--- src/rtl/pwm_pkg.sv ---
// Package: shared types for the PWM generator.
// Assumes: codes here match the register field encodings in the brief.
package pwm_pkg;

    typedef enum logic [1:0] {
        MODE_UP     = 2'd0,
        MODE_DOWN   = 2'd1,
        MODE_UPDOWN = 2'd2,
        MODE_HOLD   = 2'd3
    } cnt_mode_e;

    typedef enum logic [1:0] {
        ACT_NONE = 2'd0,
        ACT_CLR  = 2'd1,
        ACT_SET  = 2'd2,
        ACT_TGL  = 2'd3
    } act_e;

    typedef struct packed {
        logic zero;
        logic period;
        logic ca_up;
        logic ca_dn;
        logic cb_up;
        logic cb_dn;
    } pwm_events_t;

    localparam int ACT_W = 12;

endpackage

--- src/rtl/pwm_timebase.sv ---
// Module: time-base counter with shadowed period/compare values.
// Produces the per-state event flags used by the action stage.
// Assumes: shadow values are stable registers; active copies load at count zero.
module pwm_timebase
    import pwm_pkg::*;
#(
    parameter int CNT_W = 16
) (
    input  logic             clk,
    input  logic             rst_n,
    input  cnt_mode_e        mode,
    input  logic [CNT_W-1:0] prd_sh,
    input  logic [CNT_W-1:0] cmpa_sh,
    input  logic [CNT_W-1:0] cmpb_sh,
    output pwm_events_t      ev
);

    logic [CNT_W-1:0] cnt;
    logic [CNT_W-1:0] prd_act;
    logic [CNT_W-1:0] cmpa_act;
    logic [CNT_W-1:0] cmpb_act;
    logic             dir_up;
    logic             at_zero;

    assign at_zero = (cnt == '0);

    // Copy the shadow values into the active set at count zero.
    always_ff @(posedge clk) begin
        if (!rst_n) begin
            prd_act  <= '0;
            cmpa_act <= '0;
            cmpb_act <= '0;
        end else if (at_zero) begin
            prd_act  <= prd_sh;
            cmpa_act <= cmpa_sh;
            cmpb_act <= cmpb_sh;
        end
    end

    // Step the counter and its direction according to the count mode.
    always_ff @(posedge clk) begin
        if (!rst_n) begin
            cnt    <= '0;
            dir_up <= 1'b1;
        end else begin
            unique case (mode)
                MODE_UP: begin
                    dir_up <= 1'b1;
                    cnt    <= (cnt >= prd_act) ? '0 : cnt + 1'b1;
                end
                MODE_DOWN: begin
                    dir_up <= 1'b0;
                    cnt    <= (at_zero || cnt > prd_act) ? prd_act : cnt - 1'b1;
                end
                MODE_UPDOWN: begin
                    if (dir_up) begin
                        if (cnt >= prd_act) begin
                            dir_up <= 1'b0;
                            cnt    <= (prd_act == '0) ? '0 : cnt - 1'b1;
                        end else begin
                            cnt    <= cnt + 1'b1;
                        end
                    end else begin
                        if (at_zero) begin
                            dir_up <= 1'b1;
                            cnt    <= (prd_act == '0) ? '0 : CNT_W'(1);
                        end else begin
                            cnt    <= cnt - 1'b1;
                        end
                    end
                end
                default: begin
                    cnt <= cnt;
                end
            endcase
        end
    end

    // Decode the events of the current counter state.
    always_comb begin
        ev.zero   = at_zero;
        ev.period = (cnt == prd_act);
        ev.ca_up  = (cnt == cmpa_act) &&  dir_up;
        ev.ca_dn  = (cnt == cmpa_act) && !dir_up;
        ev.cb_up  = (cnt == cmpb_act) &&  dir_up;
        ev.cb_dn  = (cnt == cmpb_act) && !dir_up;
    end

    AST_SHADOW_LOAD: assert property (@(posedge clk) disable iff (!rst_n)
        at_zero |=> (prd_act == $past(prd_sh)) && (cmpa_act == $past(cmpa_sh)));
    AST_UP_WRAP: assert property (@(posedge clk) disable iff (!rst_n)
        (mode == MODE_UP) && (cnt == prd_act) |=> cnt == '0);
    AST_DOWN_RELOAD: assert property (@(posedge clk) disable iff (!rst_n)
        (mode == MODE_DOWN) && at_zero |=> cnt == $past(prd_act));
    AST_UD_TURN: assert property (@(posedge clk) disable iff (!rst_n)
        (mode == MODE_UPDOWN) && dir_up && (cnt == prd_act) && (prd_act != '0) |=> !dir_up);

endmodule

--- src/rtl/pwm_action_qual.sv ---
// Module: action qualifier for one output.
// Resolves the events of a state by fixed priority and updates the output register.
// Assumes: cfg holds six 2-bit act_e fields in the brief's field order.
module pwm_action_qual
    import pwm_pkg::*;
(
    input  logic             clk,
    input  logic             rst_n,
    input  pwm_events_t      ev,
    input  logic [ACT_W-1:0] cfg,
    output logic             q
);

    act_e sel;

    // Pick the winning action; later lines carry higher priority.
    always_comb begin
        sel = ACT_NONE;
        if (ev.zero   && cfg[1:0]   != 2'd0) sel = act_e'(cfg[1:0]);
        if (ev.period && cfg[3:2]   != 2'd0) sel = act_e'(cfg[3:2]);
        if (ev.ca_up  && cfg[5:4]   != 2'd0) sel = act_e'(cfg[5:4]);
        if (ev.ca_dn  && cfg[7:6]   != 2'd0) sel = act_e'(cfg[7:6]);
        if (ev.cb_up  && cfg[9:8]   != 2'd0) sel = act_e'(cfg[9:8]);
        if (ev.cb_dn  && cfg[11:10] != 2'd0) sel = act_e'(cfg[11:10]);
    end

    // Apply the chosen action to the output register.
    always_ff @(posedge clk) begin
        if (!rst_n) begin
            q <= 1'b0;
        end else begin
            unique case (sel)
                ACT_SET: q <= 1'b1;
                ACT_CLR: q <= 1'b0;
                ACT_TGL: q <= ~q;
                default: q <= q;
            endcase
        end
    end

    AST_ZERO_SET: assert property (@(posedge clk) disable iff (!rst_n)
        ev.zero && !ev.period && !ev.ca_up && !ev.ca_dn && !ev.cb_up && !ev.cb_dn
        && (cfg[1:0] == 2'd2) |=> q);
    AST_QUIET_HOLD: assert property (@(posedge clk) disable iff (!rst_n)
        !ev.zero && !ev.period && !ev.ca_up && !ev.ca_dn && !ev.cb_up && !ev.cb_dn
        |=> $stable(q));

endmodule

--- src/rtl/pwm_chopper.sv ---
// Module: carrier chopper for both outputs.
// The carrier toggles every div+1 clocks; enabled outputs are ANDed with it.
// Assumes: div is a static register value.
module pwm_chopper #(
    parameter int DIV_W = 8
) (
    input  logic             clk,
    input  logic             rst_n,
    input  logic             en,
    input  logic [DIV_W-1:0] div,
    input  logic             in_a,
    input  logic             in_b,
    output logic             out_a,
    output logic             out_b
);

    logic [DIV_W-1:0] div_cnt;
    logic             carrier;

    // Run the divider and toggle the carrier on each terminal count.
    always_ff @(posedge clk) begin
        if (!rst_n || !en) begin
            div_cnt <= '0;
            carrier <= 1'b0;
        end else if (div_cnt >= div) begin
            div_cnt <= '0;
            carrier <= ~carrier;
        end else begin
            div_cnt <= div_cnt + 1'b1;
        end
    end

    // Gate the outputs with the carrier when the chopper is enabled.
    always_comb begin
        out_a = en ? (in_a & carrier) : in_a;
        out_b = en ? (in_b & carrier) : in_b;
    end

    AST_CARRIER_HOLD: assert property (@(posedge clk) disable iff (!rst_n)
        en && (div_cnt < div) |=> $stable(carrier));
    AST_CARRIER_FLIP: assert property (@(posedge clk) disable iff (!rst_n)
        en && $past(en) && (div_cnt >= div) |=> carrier != $past(carrier));

endmodule

--- src/rtl/pwm_trip.sv ---
// Module: trip-zone override.
// trip_in forces outputs combinationally; a latch keeps the force until release.
// Assumes: clr is a one-cycle pulse; zero marks a counter-zero state.
module pwm_trip (
    input  logic       clk,
    input  logic       rst_n,
    input  logic       trip_in,
    input  logic       zero,
    input  logic       one_shot,
    input  logic       clr,
    input  logic [1:0] frc_a,
    input  logic [1:0] frc_b,
    input  logic       in_a,
    input  logic       in_b,
    output logic       out_a,
    output logic       out_b
);

    logic latched;
    logic active;

    // Hold the trip until a zero release or a software clear, by mode.
    always_ff @(posedge clk) begin
        if (!rst_n) begin
            latched <= 1'b0;
        end else if (trip_in) begin
            latched <= 1'b1;
        end else if (one_shot ? clr : zero) begin
            latched <= 1'b0;
        end
    end

    assign active = trip_in | latched;

    // Apply the per-output force code while the trip is active.
    always_comb begin
        out_a = in_a;
        out_b = in_b;
        if (active && frc_a == 2'd1) out_a = 1'b0;
        if (active && frc_a == 2'd2) out_a = 1'b1;
        if (active && frc_b == 2'd1) out_b = 1'b0;
        if (active && frc_b == 2'd2) out_b = 1'b1;
    end

    AST_TRIP_LOW_A: assert property (@(posedge clk) disable iff (!rst_n)
        trip_in && (frc_a == 2'd1) |-> !out_a);
    AST_TRIP_HIGH_B: assert property (@(posedge clk) disable iff (!rst_n)
        trip_in && (frc_b == 2'd2) |-> out_b);
    AST_ONESHOT_HOLD: assert property (@(posedge clk) disable iff (!rst_n)
        one_shot && latched && !clr |=> latched);
    AST_CBC_RELEASE: assert property (@(posedge clk) disable iff (!rst_n)
        !one_shot && latched && zero && !trip_in |=> !latched);

endmodule

--- src/rtl/pwm_chop_trip.sv ---
// Module: top of the PWM generator; owns the register file.
// Chain: time base -> two action qualifiers -> chopper -> trip override.
// Assumes: write-only register port, one write per clock, fields per the brief.
module pwm_chop_trip
    import pwm_pkg::*;
#(
    parameter int CNT_W = 16,
    parameter int AW    = 3,
    parameter int DIV_W = 8
) (
    input  logic             clk,
    input  logic             rst_n,
    input  logic             wr_en,
    input  logic [AW-1:0]    wr_addr,
    input  logic [CNT_W-1:0] wr_data,
    input  logic             trip_in,
    output logic             out_a,
    output logic             out_b
);

    localparam logic [AW-1:0] A_PRD  = AW'(0);
    localparam logic [AW-1:0] A_CMPA = AW'(1);
    localparam logic [AW-1:0] A_CMPB = AW'(2);
    localparam logic [AW-1:0] A_MODE = AW'(3);
    localparam logic [AW-1:0] A_ACTA = AW'(4);
    localparam logic [AW-1:0] A_ACTB = AW'(5);
    localparam logic [AW-1:0] A_CHOP = AW'(6);
    localparam logic [AW-1:0] A_TRIP = AW'(7);
    localparam int NOUT = 2;

    logic [CNT_W-1:0] prd_sh, cmpa_sh, cmpb_sh;
    cnt_mode_e        mode_r;
    logic [ACT_W-1:0] act_r [NOUT];
    logic             chop_en;
    logic [DIV_W-1:0] chop_div;
    logic             os_mode;
    logic [1:0]       frc_a, frc_b;
    logic             trip_clr;
    pwm_events_t      ev;
    logic [NOUT-1:0]  aq_out;
    logic             ch_a, ch_b;

    // Capture register writes; the trip clear bit is a one-cycle pulse.
    always_ff @(posedge clk) begin
        if (!rst_n) begin
            prd_sh   <= '0;
            cmpa_sh  <= '0;
            cmpb_sh  <= '0;
            mode_r   <= MODE_UP;
            act_r[0] <= '0;
            act_r[1] <= '0;
            chop_en  <= 1'b0;
            chop_div <= '0;
            os_mode  <= 1'b0;
            frc_a    <= 2'd0;
            frc_b    <= 2'd0;
            trip_clr <= 1'b0;
        end else begin
            trip_clr <= 1'b0;
            if (wr_en) begin
                unique case (wr_addr)
                    A_PRD:   prd_sh   <= wr_data;
                    A_CMPA:  cmpa_sh  <= wr_data;
                    A_CMPB:  cmpb_sh  <= wr_data;
                    A_MODE:  mode_r   <= cnt_mode_e'(wr_data[1:0]);
                    A_ACTA:  act_r[0] <= wr_data[ACT_W-1:0];
                    A_ACTB:  act_r[1] <= wr_data[ACT_W-1:0];
                    A_CHOP: begin
                        chop_en  <= wr_data[0];
                        chop_div <= wr_data[DIV_W:1];
                    end
                    default: begin
                        os_mode  <= wr_data[0];
                        frc_a    <= wr_data[2:1];
                        frc_b    <= wr_data[4:3];
                        trip_clr <= wr_data[5];
                    end
                endcase
            end
        end
    end

    pwm_timebase #(.CNT_W(CNT_W)) u_tb (
        .clk     (clk),
        .rst_n   (rst_n),
        .mode    (mode_r),
        .prd_sh  (prd_sh),
        .cmpa_sh (cmpa_sh),
        .cmpb_sh (cmpb_sh),
        .ev      (ev)
    );

    for (genvar g = 0; g < NOUT; g++) begin : g_aq
        pwm_action_qual u_aq (
            .clk   (clk),
            .rst_n (rst_n),
            .ev    (ev),
            .cfg   (act_r[g]),
            .q     (aq_out[g])
        );
    end

    pwm_chopper #(.DIV_W(DIV_W)) u_chop (
        .clk   (clk),
        .rst_n (rst_n),
        .en    (chop_en),
        .div   (chop_div),
        .in_a  (aq_out[0]),
        .in_b  (aq_out[1]),
        .out_a (ch_a),
        .out_b (ch_b)
    );

    pwm_trip u_trip (
        .clk      (clk),
        .rst_n    (rst_n),
        .trip_in  (trip_in),
        .zero     (ev.zero),
        .one_shot (os_mode),
        .clr      (trip_clr),
        .frc_a    (frc_a),
        .frc_b    (frc_b),
        .in_a     (ch_a),
        .in_b     (ch_b),
        .out_a    (out_a),
        .out_b    (out_b)
    );

    AST_RESET_LOW: assert property (@(posedge clk)
        !rst_n |=> !aq_out[0] && !aq_out[1]);

endmodule

--- config.mk ---
export PLATFORM = sky130hd
export DESIGN_NAME = pwm_chop_trip
export DESIGN_NICKNAME = d
export VERILOG_FILES = /design/src/rtl/pwm_pkg.sv /design/src/rtl/pwm_timebase.sv /design/src/rtl/pwm_action_qual.sv /design/src/rtl/pwm_chopper.sv /design/src/rtl/pwm_trip.sv /design/src/rtl/pwm_chop_trip.sv
export SDC_FILE = /design/constraint.sdc
export NUM_CORES = 1
export LEC_CHECK = 0
export BUFFER_PORTS_ARGS = -buffer_cell sky130_fd_sc_hd__buf_2
export CORE_ASPECT_RATIO = 0.8
export CORE_UTILIZATION = 60
export CTS_CLUSTER_DIAMETER = 40
export DETAILED_ROUTE_END_ITERATION = 6
export PLACE_DENSITY = 0.77
export SLEW_MARGIN = 15
export SYNTH_ARGS = -nofsm -noshare
export SYNTH_HDL_FRONTEND = slang
export SYNTH_SLANG_ARGS = --single-unit
export TNS_END_PERCENT = 20
--- constraint.sdc ---
create_clock -name clk -period 3.32 [get_ports clk]
set_input_delay 0.498 -clock clk [delete_from_list [all_inputs] [get_ports clk]]
set_output_delay 0.498 -clock clk [all_outputs]
set_load 0.02 [all_outputs]
Word-level counts from Yosys, hierarchy flattened
Memories as Yosys holds them, arrays and structs flattened.
Cells that the tools add are included.
{"block": "totals", "ff_bits": 142, "ramBits": 24, "input_bits": 23, "wordCells": 159, "mem_count": 1}
{"block": "classes", "n_addsub": 3, "magnitude_cmp": 3, "eq_ne": 21, "mux": 46, "bitwise": 11, "reduce_logical": 54}
{"memory": "act_r", "depth": 2, "word_bits": 12, "read_ports": 2, "rd_clocked_by_memory_dff": 0, "wr": 2, "line_no": "pwm_chop_trip.sv:33", "source": "logic [ACT_W-1:0] act_r [NOUT];"}
{"cell": "16-bit two-way mux", "n": 6}
{"cell": "16-bit == test", "n": 3}
{"cell": "16-bit one-hot mux with 3 select lines", "n": 1}
{"cell": "16-bit logical NOT", "n": 2}
{"cell": "2-bit nonzero test", "n": 13}
{"cell": "12-bit two-way mux", "n": 2}
{"cell": "2-bit two-way mux", "n": 12}
{"cell": "1-bit two-way mux", "n": 22}
{"cell": "1-bit logical AND", "n": 20}
{"cell": "16-bit by 1-bit adder with 16-bit output, second input constant", "n": 1}
{"cell": "16-bit greater-or-equal comparator", "n": 1}
{"cell": "16-bit > comparator", "n": 1}
{"cell": "16-bit by 1-bit subtractor with 16-bit output, second input constant", "n": 1}
{"cell": "2-bit == test, second input constant", "n": 7}
{"cell": "2-bit AND reduction", "n": 6}
{"cell": "2-bit by 1-bit == test with 1-bit output, second input constant", "n": 5}
{"cell": "3-bit == test, second input constant", "n": 3}
{"cell": "1-bit one-hot mux with 3 select lines", "n": 3}
{"cell": "3-bit nonzero test", "n": 3}
{"cell": "9-bit OR reduction", "n": 1}
{"cell": "8-bit by 1-bit adder with 8-bit output, second input constant", "n": 1}
{"cell": "8-bit greater-or-equal comparator", "n": 1}
{"cell": "7-bit OR reduction", "n": 1}
{"cell": "3-bit by 2-bit == test with 1-bit output, second input constant", "n": 2}
{"cell": "other kinds (9)", "n": 20}

Depth between registers and ports, before layout
Gate-level depths: netlist of the first run.
An unclocked memory read counts as a cell.
{"block": "logic_depth", "word_depth": 11, "mapped_depth": 13, "depth_no_buf": 11}

Modules after synthesis
A second synthesis of the first run with hierarchy kept.
{"block": "hier_totals", "cells_unflattened": 1011, "area_unflattened_um2": 8894.8}
{"module": "pwm_timebase", "n_inst": 1, "cells_per_inst": 604, "area_each_um2": 4608.2, "seq_area_each_um2": 1301.2}
{"module": "pwm_chop_trip", "n_inst": 1, "cells_per_inst": 275, "area_each_um2": 3256.9, "seq_area_each_um2": 2021.9}
{"module": "pwm_chopper", "n_inst": 1, "cells_per_inst": 66, "area_each_um2": 586.8, "seq_area_each_um2": 180.2}
{"module": "pwm_action_qual", "n_inst": 2, "cells_per_inst": 25, "area_each_um2": 163.9, "seq_area_each_um2": 20.0}
{"module": "pwm_trip", "n_inst": 1, "cells_per_inst": 16, "area_each_um2": 115.1, "seq_area_each_um2": 20.0}

Least setup slack after synthesis of the first run
Ideal clock, no wire load.
{"block": "synth_timing", "kind": "reg2reg", "from": "reg u_tb.prd_act[13]", "to": "reg u_tb.cnt[7]", "setup_ns": 0.133, "arrival_time_ns": 2.926, "required_time_ns": 3.187, "setup_slack_ns": 0.261, "path_stages_with_launch": 13, "n_path_buf": 1, "synth_period_minus_slack_ns": 3.059, "path_cell_list": "dfxtp_1 inv_1 ha_1 nand4_1 nor3_1 or3_1 a2111o_1 nor2_1 a2bb2oi_2 buf_2 a21oi_1 a2111oi_0 nor3_1"}
{"block": "synth_via", "elab_chain_cells": 5, "word_cells_on_any_way": 10, "classes_between": "order compare (2); mux (6); reduce/logical (2)"}
{"item": "start, declared", "line_no": "pwm_timebase.sv:19", "source": "logic [CNT_W-1:0] prd_act;"}
{"item": "start signal, assigned", "line_no": "pwm_timebase.sv:34", "source": "prd_act <= prd_sh;"}
{"item": "parallel branches: the longest is 4 deep, another holds 16-bit greater-or-equal comparator"}
{"item": "16-bit one-hot mux with 3 select lines *", "line_no": "pwm_timebase.sv:46", "source": "unique case (mode)"}
{"item": "end signal, assigned", "line_no": "pwm_timebase.sv:49", "source": "cnt <= (cnt >= prd_act) ? '0 : cnt + 1'b1;"}
{"item": "end signal, assigned", "line_no": "pwm_timebase.sv:59", "source": "cnt <= (prd_act == '0) ? '0 : cnt - 1'b1;"}
{"item": "end signal, assigned", "line_no": "pwm_timebase.sv:61", "source": "cnt <= cnt + 1'b1;"}
{"item": "end, declared", "line_no": "pwm_timebase.sv:18", "source": "logic [CNT_W-1:0] cnt;"}
Every way passes the cells marked *.
A chain may end at the register's enable or synchronous reset.

Worst setup path after layout of the first run
{"block": "layout_timing", "from": "reg u_tb.cnt[9]", "to": "reg u_tb.cnt[14]"}
{"block": "layout_via", "elab_chain_cells": 5, "word_cells_on_any_way": 13, "classes_between": "add/sub (2); order compare (2); mux (7); reduce/logical (2)"}
{"item": "start signal, assigned", "line_no": "pwm_timebase.sv:49"}
{"item": "start signal, assigned", "line_no": "pwm_timebase.sv:53", "source": "cnt <= (at_zero || cnt > prd_act) ? prd_act : cnt - 1'b1;"}
{"item": "start signal, assigned", "line_no": "pwm_timebase.sv:59"}
{"item": "16-bit by 1-bit subtractor with 16-bit output", "line_no": "pwm_timebase.sv:53, pwm_timebase.sv:59, pwm_timebase.sv:68"}
{"item": "16-bit two-way mux", "line_no": "pwm_timebase.sv:59"}
{"item": "16-bit two-way mux", "line_no": "pwm_timebase.sv:57", "source": "if (cnt >= prd_act) begin"}
{"item": "16-bit two-way mux", "line_no": "pwm_timebase.sv:56", "source": "if (dir_up) begin"}
{"item": "16-bit one-hot mux with 3 select lines *", "line_no": "pwm_timebase.sv:46"}
Every way passes the cells marked *; elsewhere a longest branch is shown, timed or not.

==> impl_metrics.yaml, run 1 <==
critical_path:
  startpoint_type: "flip-flop"
  cpLargestDelayFamily: "simple AND/OR/NAND/NOR gates"
  cp.depth: 10
  worstPathRequired_ns: 3.70
  r2r_slack_ns: 0.17
  crit_top_cell: "or3_4"
  crit_slowest_cell: "or4_4"
  critPathCaptureType: "flip-flop"
  critPathMaxStageDelay_ns: 0.50
  r2r-end: "u_tb.cnt[14]"
  r2r_cells: 10
  crit_chain: "buf_4 > or4_4 > or3_4 > or3_4 > and4b_2 > a21oi_4 > nor2b_1 > a221oi_1 > o21ai_0 > and3_1"
  crit_arrival_ns: 3.53
  reg2reg_from: "u_tb.cnt[9]"
  cp.buffers_inverters: 1
  crit_type: "reg2reg"
  worst-path-max-fanout: 10
clock_network:
  htree_levels: 4
  cts_setup_buffers: 0
  clk_pin_slew_ns: 0.07
  clock_latency_ns: 0.43
  tritoncts: "yes"
  cts_root_buf: "clkbuf_16"
  cts.path.max_buffers: 2
  holdBufCountCts: 0
  cts_buffers: 17
  cts_num_sinks: 166
die:
  die_x_um: 136.5
  die_h_um: 109.6
  io_pins: 25
  initial_core_util_pct: 62.79
  dieArea_um2: 14970
  num_rows: 38
  core_area_um2: 13840
yosys:
  synth_area_leaders: "dfxtp_1, nand2_1, a21boi_0, edfxtp_1, ha_1"
  muxShareOfSynthArea_pct: 0.9218
  async_reset_ff_share_pct: 0
  synth_ff_type: "dfxtp_1"
  synth_top_area_share_pct: 32.72
  synth_area_um2: 8687
  synth_cell_types: 56
  synth_edf_count: 24
  synth_compound_area_share_pct: 19.23
  synth_xor_area_share_pct: 5.747
  ys_ff_latch: 166
  avgSynthCellArea_um2: 8.226
  synth_fa_ha_area_share_pct: 4.465
  synth_simple_gate_area_share_pct: 23.61
  postSynthCellCount: 1056
  synth_top_family_by_area: "simple AND/OR/NAND/NOR gates"
  ys_seq_area_share_pct: 41.02
  yosysWarnings: 0
  synth_top_cell_by_area: "dfxtp_1"
  synthMostInstantiatedCell: "nand2_1"
  synth_nets: 1110
  ys_top_cells_by_count: "nand2_1, dfxtp_1, a21boi_0, clkbuf_1, a21oi_1"
drt:
  wl_per_cell_um: 17.69
  first_iter_violations: 767
  wl_mm: 22.44
  vias: 7498
  routed_via_density: 5.913
  drt_pass1_iterations: 7
  ant_nets: 0
  drcViolationCount: 0
layout:
  multiInputGateArea_um2: 4716
  drive_gt1_share_pct: 11.31
  regArea_um2: 3563
  fin_area_um2: 9698
  area_delta_synth_final_pct: 11.64
  n_antenna_cell: 0
  fillCellCount: 1121
  fin_nets: 1129
sta:
  finalClockSkew_ns: 0.007213
  rsz0062_at_grt: "no"
  fin_ws_ns: 0.1672
  relSlewSlack_pct: 45.50
  fin_crit_sh_pct: 94.97
  worstMarginPinSlew_ns: 0.8101
  max_freq_mhz: 317.2
  slew_violations: 0
  fin_setup_tns_ns: 0
  hold_viol: 0
  report.final.setup_viol: 0
  finalCriticalPeriod_ns: 3.153
power_and_ir_drop:
  p_sw_mw: 1.201
  vdd_drop_max_mv: 0.4999
  power_frac_seq_pct: 46.8
  intPower_mw: 3.381
  p_comb_share_pct: 10.8
  power_density_nw_per_um2: 472.5
  p_leak_nw: 3.816
  swShare_pct: 26.22
  clkPwrFrac_pct: 42.4
hold_path:
  hold_path_end: "u_trip.latched"
  hp-class: "in2reg"
  min_path_cells: 3
  hold_path_startpoint: "trip_in"
place:
  port_buffers: 24
  gp_congestion: 0.9582
  dpl.hpwl_mm: 15.72
  dp_worst_setup_slack_ns: 0.1695
  dpl_cell_area_um2: 9099
run_status:
  run_status: "finished clean"
global_route:
  grt_max_degree: 81
  grt_overflow_total: 0
  antenna_found_initial: 0
  grt_pass1_vias: 6682
  grt_pass1_wl_mm: 35.24
  grt_usage_pct: 31.40
flow_run:
  maxCapViolCount: 0
[final cells by class]
| cell class | instances | share of cell area, % |
|---|---|---|
| Inverter | 40 | 1.548 |
| Multi-Input combinational cell | 781 | 48.63 |
| Timing Repair Buffer | 69 | 4.748 |
| Sequential cell | 166 | 36.74 |
| Tap cell | 180 | 2.322 |
| Clock buffer | 20 | 4.825 |
| Clock inverter | 12 | 1.187 |
[state kept, by name (all words and copies together) (netlist names), 8 cells and up]
register	flops
cmpa_sh	16
u_tb.prd_act	16
u_chop.div_cnt	8
u_tb.cmpb_act	16
u_tb.cnt	16
prd_sh	16
chop_div	8
act_r	24
cmpb_sh	16
u_tb.cmpa_act	16
[worst reg2reg max path, stage by stage (launching register included)]
cell and delay (ns):
dfxtp_1 0.32, buf_4 0.18, or4_4 0.51, or3_4 0.35
or3_4 0.34, and4b_2 0.42, a21oi_4 0.06, nor2b_1 0.46
a221oi_1 0.18, o21ai_0 0.11, and3_1 0.17
[worst max-delay path by stage]
| stage | startpoint | end | slack (ns) |
|---|---|---|---|
| final | u_tb.cnt[9] | u_tb.cnt[14] | 0.17 |
| after global routing | u_tb.prd_act[15] | u_tb.cnt[7] | 0.006 |
| after CTS | u_tb.prd_act[13] | u_tb.cnt[12] | 0.15 |
| after detailed placement | u_tb.prd_act[13] | u_tb.cnt[13] | 0.17 |
| after global placement | u_tb.prd_act[13] | u_tb.cnt[13] | 0.24 |
| after floorplan | u_tb.prd_act[13] | u_tb.cnt[7] | 0.26 |
[through the flow]
step / std cells / total power [mW] / hold slack (ns) / utilization [%]
after CTS: 1268 / 4.582 / 0.3361 / 69.98
after global routing: 1268 / 4.732 / 0.3449 / 70.09
after detailed placement: 1236 / 2.669 / 0.4570 / 65.76
after global placement: 1236 / 2.661 / 0.4514 / 65.76
final: 1268 / 4.582 / 0.3381 / 70.09
after floorplan: 1056 / 2.495 / 0.4411 / -
[kinds of logic after synthesis]
logic type	count (synthesis)
fa+ha+maj	31
xor+xnor	57
buf+inv	109
simple gates	446
flops	166
compound gates	239
mux	8
[metal layers]
metal | vias up | global-route usage (%) | wire [um]
li1 | 3657 | - | -
met1 | 3529 | 46.08 | 10780
met2 | 283 | 45.90 | 9623
met3 | 29 | 6.870 | 1747
met4 | 0 | 8.968 | 280
met5 | - | 0 | 0
[what timing repair did]
item                                    CTS  global route
endpoints found under the setup margin    0             8
resized for setup                         0             4
endpoints found under the hold margin     0             0
[layout by cell type (no fill, tap or decap), types with 3 or more instances in the layout]
cell type   Yosys  routed
ha_1           31      31
nor2_1         43      42
inv_6           0       3
dfxtp_1       142     142
or2_2           6       6
o221ai_1        4       4
nand3_1        17      17
buf_4           1      46
a211oi_1        4       4
a21oi_1        45      45
o211ai_1        7       7
or3_4           2       3
and2_1         18      18
nand4_1        11      11
mux2i_1         8       8
inv_1          40      40
nand2_1       254     254
a21boi_0      105     105
a221oi_1        5       5
and3_1         16      16
nor2b_1        18      18
nor4_1         18      18
edfxtp_1       24      24
clkbuf_16       0      18
o21ai_0        34      34
buf_2           6      23
a21o_1          4       4
xor2_1         40      40
nor3b_1         3       3
clkinvlp_4      0       3
o2111ai_1       4       4
nand2b_1       12      12
o22ai_1         6       6
nor3_1         18      16
xnor2_1        17      17
[power by group through the flow]
stage / Clock [mW] / Sequential (mW) / Combinational, mW
finish: 1.94 / 2.14 / 0.495
global route: 2.04 / 2.15 / 0.542
CTS: 1.95 / 2.14 / 0.485
detailed placement: 0 / 2.19 / 0.481
global placement: 0 / 2.19 / 0.476
floorplan: 0 / 2.16 / 0.338
No activity file was read; power rests on OpenSTA's default activity.
==> run 2: changes to the inputs <==
--- a/config.mk
+++ b/config.mk
@@ -14,5 +14,6 @@
 export SLEW_MARGIN = 15
 export SYNTH_ARGS = -nofsm -noshare
 export SYNTH_HDL_FRONTEND = slang
+export SYNTH_HIERARCHICAL = 1
 export SYNTH_SLANG_ARGS = --single-unit
 export TNS_END_PERCENT = 20
==> run 2 against run 1 <==
Net effect: the flow now finishes with violations (DRC); worst hold slack lost 0.018 ns; die area up 2.3%; sequential cell count unchanged; fmax up 4.1%; cell area up 1.3%; clock skew increased by 0.0041 ns; clock-buffer cell count shrank 1; final cell count down 3.2%; area after synthesis grew 2.4%; utilization shrank 1.9 points; non-clock buffer count fell by 5; critical path type unchanged; critical endpoint is now u_tb/cnt[2].
==> impl_metrics.yaml, run 2 <==
sta:
  worstMarginPinSlew_ns: 0.9981
  hold_viol: 0
  finalClockSkew_ns: 0.01135
  fin_setup_tns_ns: 0
  slew_violations: 0
  relSlewSlack_pct: 33.36
  report.final.setup_viol: 0
  rsz0062_at_grt: "no"
  max_freq_mhz: 330.0
  fin_ws_ns: 0.2899
  finalCriticalPeriod_ns: 3.030
  fin_crit_sh_pct: 91.27
layout:
  final_cell_mix: "nand2_1, dfxtp_1, a21oi_1"
  layout.cells.most_common: "nand2_1"
  fin_util_pct: 68.22
  n_antenna_cell: 0
  largest-register: "act_r"
  fillCellCount: 1134
  fin_nets: 1085
  largest_reg_flops: 24
  area_delta_synth_final_pct: 10.41
  drive_gt1_share_pct: 12.36
die:
  core_area_um2: 14400
  num_rows: 39
  die_h_um: 110.9
  io_pins: 25
  initial_core_util_pct: 61.79
  dieArea_um2: 15320
  die_x_um: 138.1
power_and_ir_drop:
  vdd_drop_max_mv: 0.3505
  p_leak_nw: 3.818
  power_density_nw_per_um2: 484.1
yosys:
  synth_area_um2: 8895
  yosysWarnings: 6
  synth_compound_area_share_pct: 15.98
  synthMostInstantiatedCell: "nand2_1"
  synth_nets: 1065
  synth_top_area_share_pct: 31.96
  synth_ff_type: "dfxtp_1"
  synth_top_cell_by_area: "dfxtp_1"
  ys_top_cells_by_count: "nand2_1, dfxtp_1, a21oi_1, mux2i_1, xnor2_1"
  ys_seq_area_share_pct: 40.06
  postSynthCellCount: 1011
  synth_simple_gate_area_share_pct: 20.55
  synth_top_family_by_area: "simple AND/OR/NAND/NOR gates"
  ys_ff_latch: 166
  synth_xor_area_share_pct: 5.711
  async_reset_ff_share_pct: 0
  synth_edf_count: 24
  avgSynthCellArea_um2: 8.798
  synth_cell_types: 81
  synth_fa_ha_area_share_pct: 4.361
  synth_area_leaders: "dfxtp_1, nand2_1, edfxtp_1, mux2i_1, xnor2_1"
  muxShareOfSynthArea_pct: 7.962
critical_path:
  critPathCaptureType: "flip-flop"
  worst-path-max-fanout: 11
  crit_chain: "inv_1 > ha_1 > nand4_1 > nor4_4 > nor3_1 > nand3_1 > o311a_1 > a221oi_1"
  startpoint_type: "flip-flop"
  crit_slowest_cell: "dfxtp_1"
  r2r_slack_ns: 0.29
  crit_type: "reg2reg"
  critPathMaxStageDelay_ns: 0.58
  worstPathRequired_ns: 3.64
  crit_arrival_ns: 3.35
flow_run:
  maxCapViolCount: 0
global_route:
  grt_max_degree: 64
  grt_pass1_wl_mm: 37.28
  gr-usage-met3_pct: 8.035
  grt.busiest_layer: "met2"
  grtUsageMet1_pct: 44.99
  grt_pass1_vias: 7005
  antenna_found_initial: 0
  grt_overflow_total: 0
  grt_use_met2_pct: 45.58
  grt_usage_pct: 31.53
hold_path:
  hp-class: "in2reg"
drt:
  drt_pass1_iterations: 7
  ant_nets: 0
  drcViolationCount: 7
  wl_mm: 23.30
  routed_via_density: 6.080
  wl_per_cell_um: 18.98
  first_iter_violations: 762
  vias: 7466
clock_network:
  htree_levels: 4
  cts_num_sinks: 166
  cts.repair.resized: 0
  holdBufCountCts: 0
  cts_setup_buffers: 0
  cts_root_buf: "clkbuf_16"
  clk_pin_slew_ns: 0.07
  cts_buffers: 17
  cts.path.max_buffers: 2
  clock_latency_ns: 0.43
  tritoncts: "yes"
place:
  port_buffers: 24
  dp_worst_setup_slack_ns: 0.4197
  gp_congestion: 0.9707
  dpl.hpwl_mm: 16.42
run_status:
  violations: "DRC"
  run_status: "finished with violations"
[run 2: changes by cell type in the layout (fill, tap and decap cells not counted), sizes merged, moves of 7 or more]
cell    before  now
nor2b       18    4
xor2        40   12
a31oi        2   13
a21oi       46   72
nor3        18    8
a21boi     105    1
xnor2       17   46
nand4       11   18
mux2i        8   67
nand2      254  219
[run 2: per-layer routing]
layer	share of wire, %	wire, um	vias up
met5	0	0	-
li1	-	-	3591
met4	2.3	540	0
met1	46	10820	3531
met3	9.6	2226	45
met2	42	9715	299
[run 2: kinds of logic after synthesis]
group,Yosys count
DFF,166
muxes,70
AOI/OAI and AO/OA,203
buffers and inverters,102
and+or+nand+nor,381
adders and majority gates,31
xor gates and xnor gates,58
[run 2: final timing paths]
check | startpoint | end | depth (start not counted)
worst max-delay path | u_tb/cnt[0] | u_tb/cnt[2] | 8
worst min-delay path | trip_in | u_trip/latched | 3
worst max register to register | u_tb/cnt[0] | u_tb/cnt[2] | 8
worst min register to register | cmpa_sh[4] | u_tb/cmpa_act[4] | 2
[run 2: cell type report]
class / instances / area, um2 / area share [%]
clock buffers: 19 / 464.2 / 4.727
clock inverters: 13 / 131.4 / 1.338
inverters: 39 / 146.4 / 1.491
multi-input cells: 743 / 4862 / 49.51
flip-flops and latches: 166 / 3563 / 36.28
well taps: 184 / 230.2 / 2.344
repair buffers: 64 / 422.9 / 4.306
[run 2: critical path, delay by kind of cell (launching register included)]
| kind | cells | cell delay (ns) |
|---|---|---|
| AO/OA/AOI/OAI | 2 | 0.77 |
| flip-flops | 1 | 0.58 |
| buffers and inverters | 1 | 0.19 |
| AND/OR/NAND/NOR | 4 | 1.04 |
| adder cells (fa/ha/maj) | 1 | 0.33 |
[run 2: report_power, final]
group          internal (mW)  switching, mW  leakage (nW)  total, mW
clock network           1.12          0.864         0.286       1.98
logic                  0.224          0.406          2.15      0.631
registers               2.10         0.0462          1.38       2.14
total                   3.44           1.32          3.82       4.75
[run 2: metrics by stage]
step	power [mW]	cell area, um2	hold WS, ns	instances
5_1_grt	4.906	9821	0.3366	1228
4_1_cts	4.747	9821	0.3040	1228
6_report	4.754	9821	0.3202	1228
3_5_place_dp	2.796	9225	0.4447	1196
3_3_place_gp	2.792	9225	0.4398	1196
2_1_floorplan	2.607	8895	0.4321	1011
==> run 3: changes to the inputs <==
--- a/config.mk
+++ b/config.mk
@@ -5,7 +5,7 @@
 export SDC_FILE = /design/constraint.sdc
 export NUM_CORES = 1
 export LEC_CHECK = 0
-export BUFFER_PORTS_ARGS = -buffer_cell sky130_fd_sc_hd__buf_2
+export BUFFER_PORTS_ARGS = -buffer_cell sky130_fd_sc_hd__buf_4
 export CORE_ASPECT_RATIO = 0.8
 export CORE_UTILIZATION = 60
 export CTS_CLUSTER_DIAMETER = 40
@@ -14,6 +14,5 @@
 export SLEW_MARGIN = 15
 export SYNTH_ARGS = -nofsm -noshare
 export SYNTH_HDL_FRONTEND = slang
-export SYNTH_HIERARCHICAL = 1
 export SYNTH_SLANG_ARGS = --single-unit
 export TNS_END_PERCENT = 20
==> run 3 against run 2 <==
Net effect: the run now ends clean; worst hold slack worse by 0.0056 ns; non-clock buffer count increased by 3; first-iteration DRC count grew 5.5%; power down 6.1%; die area decreased by 2.3%.
==> impl_metrics.yaml, run 3 (synthesis results as in run 1) <==
layout:
  n_antenna_cell: 0
  layout.cells.most_common: "nand2_1"
  fin_util_pct: 69.94
  drive_gt1_share_pct: 11.15
  largest-register: "act_r"
  area_delta_synth_final_pct: 11.39
  fin_nets: 1127
  final_cell_mix: "nand2_1, dfxtp_1, a21boi_0"
  largest_reg_flops: 24
power_and_ir_drop:
  p_comb_share_pct: 11.4
  power_density_nw_per_um2: 461.4
  intPower_mw: 3.242
  p_leak_nw: 3.809
  vdd_drop_max_mv: 0.3963
  total_power_mw: 4.464
  clkPwrFrac_pct: 40.6
  swShare_pct: 27.38
  p_sw_mw: 1.222
  power_frac_seq_pct: 48.1
sta:
  finalClockSkew_ns: 0.008818
  hold_viol: 0
  slew_violations: 0
  report.final.setup_viol: 0
  worstMarginPinSlew_ns: 0.8765
  fin_crit_sh_pct: 96.46
  relSlewSlack_pct: 41.02
  finalCriticalPeriod_ns: 3.202
  max_freq_mhz: 312.3
  holdWs_ns: 0.3146
die:
  die_x_um: 136.5
  initial_core_util_pct: 62.79
  dieArea_um2: 14970
  die_h_um: 109.6
  core_area_um2: 13840
  io_pins: 25
  num_rows: 38
clock_network:
  cts.path.max_buffers: 2
  clock_latency_ns: 0.43
  cts_buffers: 17
  cts_root_buf: "clkbuf_16"
  cts_setup_buffers: 0
  tritoncts: "yes"
  cts_num_sinks: 166
  clk_pin_slew_ns: 0.07
  htree_levels: 4
  holdBufCountCts: 0
place:
  dpl.hpwl_mm: 16.15
  gp_congestion: 0.9521
  port_buffers: 24
drt:
  vias: 7590
  drcViolationCount: 0
  drt_pass1_iterations: 7
  first_iter_violations: 804
  wl_per_cell_um: 18.32
  ant_nets: 0
  routed_via_density: 6.000
  wl_mm: 23.17
global_route:
  grt_overflow_total: 0
  grt_max_degree: 91
  grt_pass1_vias: 6897
  grt_usage_pct: 32.66
  antenna_found_initial: 0
  grt_pass1_wl_mm: 36.67
hold_path:
  hp-class: "in2reg"
critical_path:
  critPathCaptureType: "flip-flop"
  cpLargestDelayFamily: "simple AND/OR/NAND/NOR gates"
  worst-path-max-fanout: 10
  critPathMaxStageDelay_ns: 0.49
  crit_type: "reg2reg"
  crit_slowest_cell: "or4_4"
  crit_top_cell: "or3_4"
  worstPathRequired_ns: 3.69
  startpoint_type: "flip-flop"
  crit_chain: "buf_4 > or4_4 > or3_4 > or3_4 > and4b_2 > a21oi_4 > nor2b_1 > a221oi_1 > o21ai_0 > and3_1"
  crit_arrival_ns: 3.57
  cp.buffers_inverters: 1
flow_run:
  maxCapViolCount: 0
run_status:
  run_status: "finished clean"
run 3: changes by cell type in the layout (fill, tap and decap cells not counted), moves of 9 or more:
cell / change
a31oi_1: -9
nor4_1: +9
xor2_1: +28
nand2_1: +36
buf_2: -23
mux2i_1: -59
a21boi_0: +104
buf_4: +26
nor3_1: +9
xnor2_1: -29
nor2b_1: +14
a21oi_1: -26
run 3: final timing paths:
kind	start	depth (start not counted)	slack (ns)	to
worst max-delay path	u_tb.cnt[9]	10	0.12	u_tb.cnt[8]
worst min-delay path	trip_in	3	0.31	u_trip.latched
worst max register to register	u_tb.cnt[9]	10	0.12	u_tb.cnt[8]
worst min register to register	cmpa_sh[7]	2	0.46	u_tb.cmpa_act[7]
run 3: repair_timing:
action	CTS	global route
hold endpoints to repair	0	0
setup endpoints to repair	0	4
resized for setup	0	2
run 3: routing by layer:
layer	vias to the layer above	share of wire, %	wire [um]	global-route usage, %
met5	-	0	0	0
met1	3556	46	10610	46.66
met3	39	8.9	2072	6.639
met2	358	43	10060	49.42
met4	0	1.9	431	10.16
li1	3637	-	-	-
run 3: final cells by class:
type | count | area (um2)
clock buffer | 17 | 425.4
tap | 180 | 225.2
sequential | 166 | 3563
fill | 1121 | 4159
timing repair buffer | 67 | 503.0
multi-input combinational | 781 | 4707
clock inverter | 14 | 102.6
inverter | 40 | 150.1
run 3: worst min-delay path, delay by kind of cell:
family                 cells  cell delay, ns
buffers and inverters      1            0.09
AOI/OAI and AO/OA          1            0.03
and+or+nand+nor            1            0.09
run 3: per-stage QoR:
stage | std cells | worst slack, ns | instance area, um2 | setup TNS (ns)
global route | 1265 | -0.003288 | 9677 | -0.003288
CTS | 1265 | 0.08450 | 9669 | 0
detailed placement | 1234 | 0.1077 | 9141 | 0
floorplan | 1056 | 0.2609 | 8687 | 0
finish | 1265 | 0.1176 | 9677 | 0
global placement | 1234 | 0.2539 | 9141 | 0
run 3: power groups by stage:
| stage | sequential, mW | clock, mW | combinational [mW] |
|---|---|---|---|
| 2_1_floorplan | 2.16 | 0 | 0.338 |
| 3_3_place_gp | 2.19 | 0 | 0.484 |
| 3_5_place_dp | 2.19 | 0 | 0.489 |
| 4_1_cts | 2.14 | 1.82 | 0.495 |
| 5_1_grt | 2.15 | 1.90 | 0.548 |
| 6_report | 2.15 | 1.81 | 0.507 |
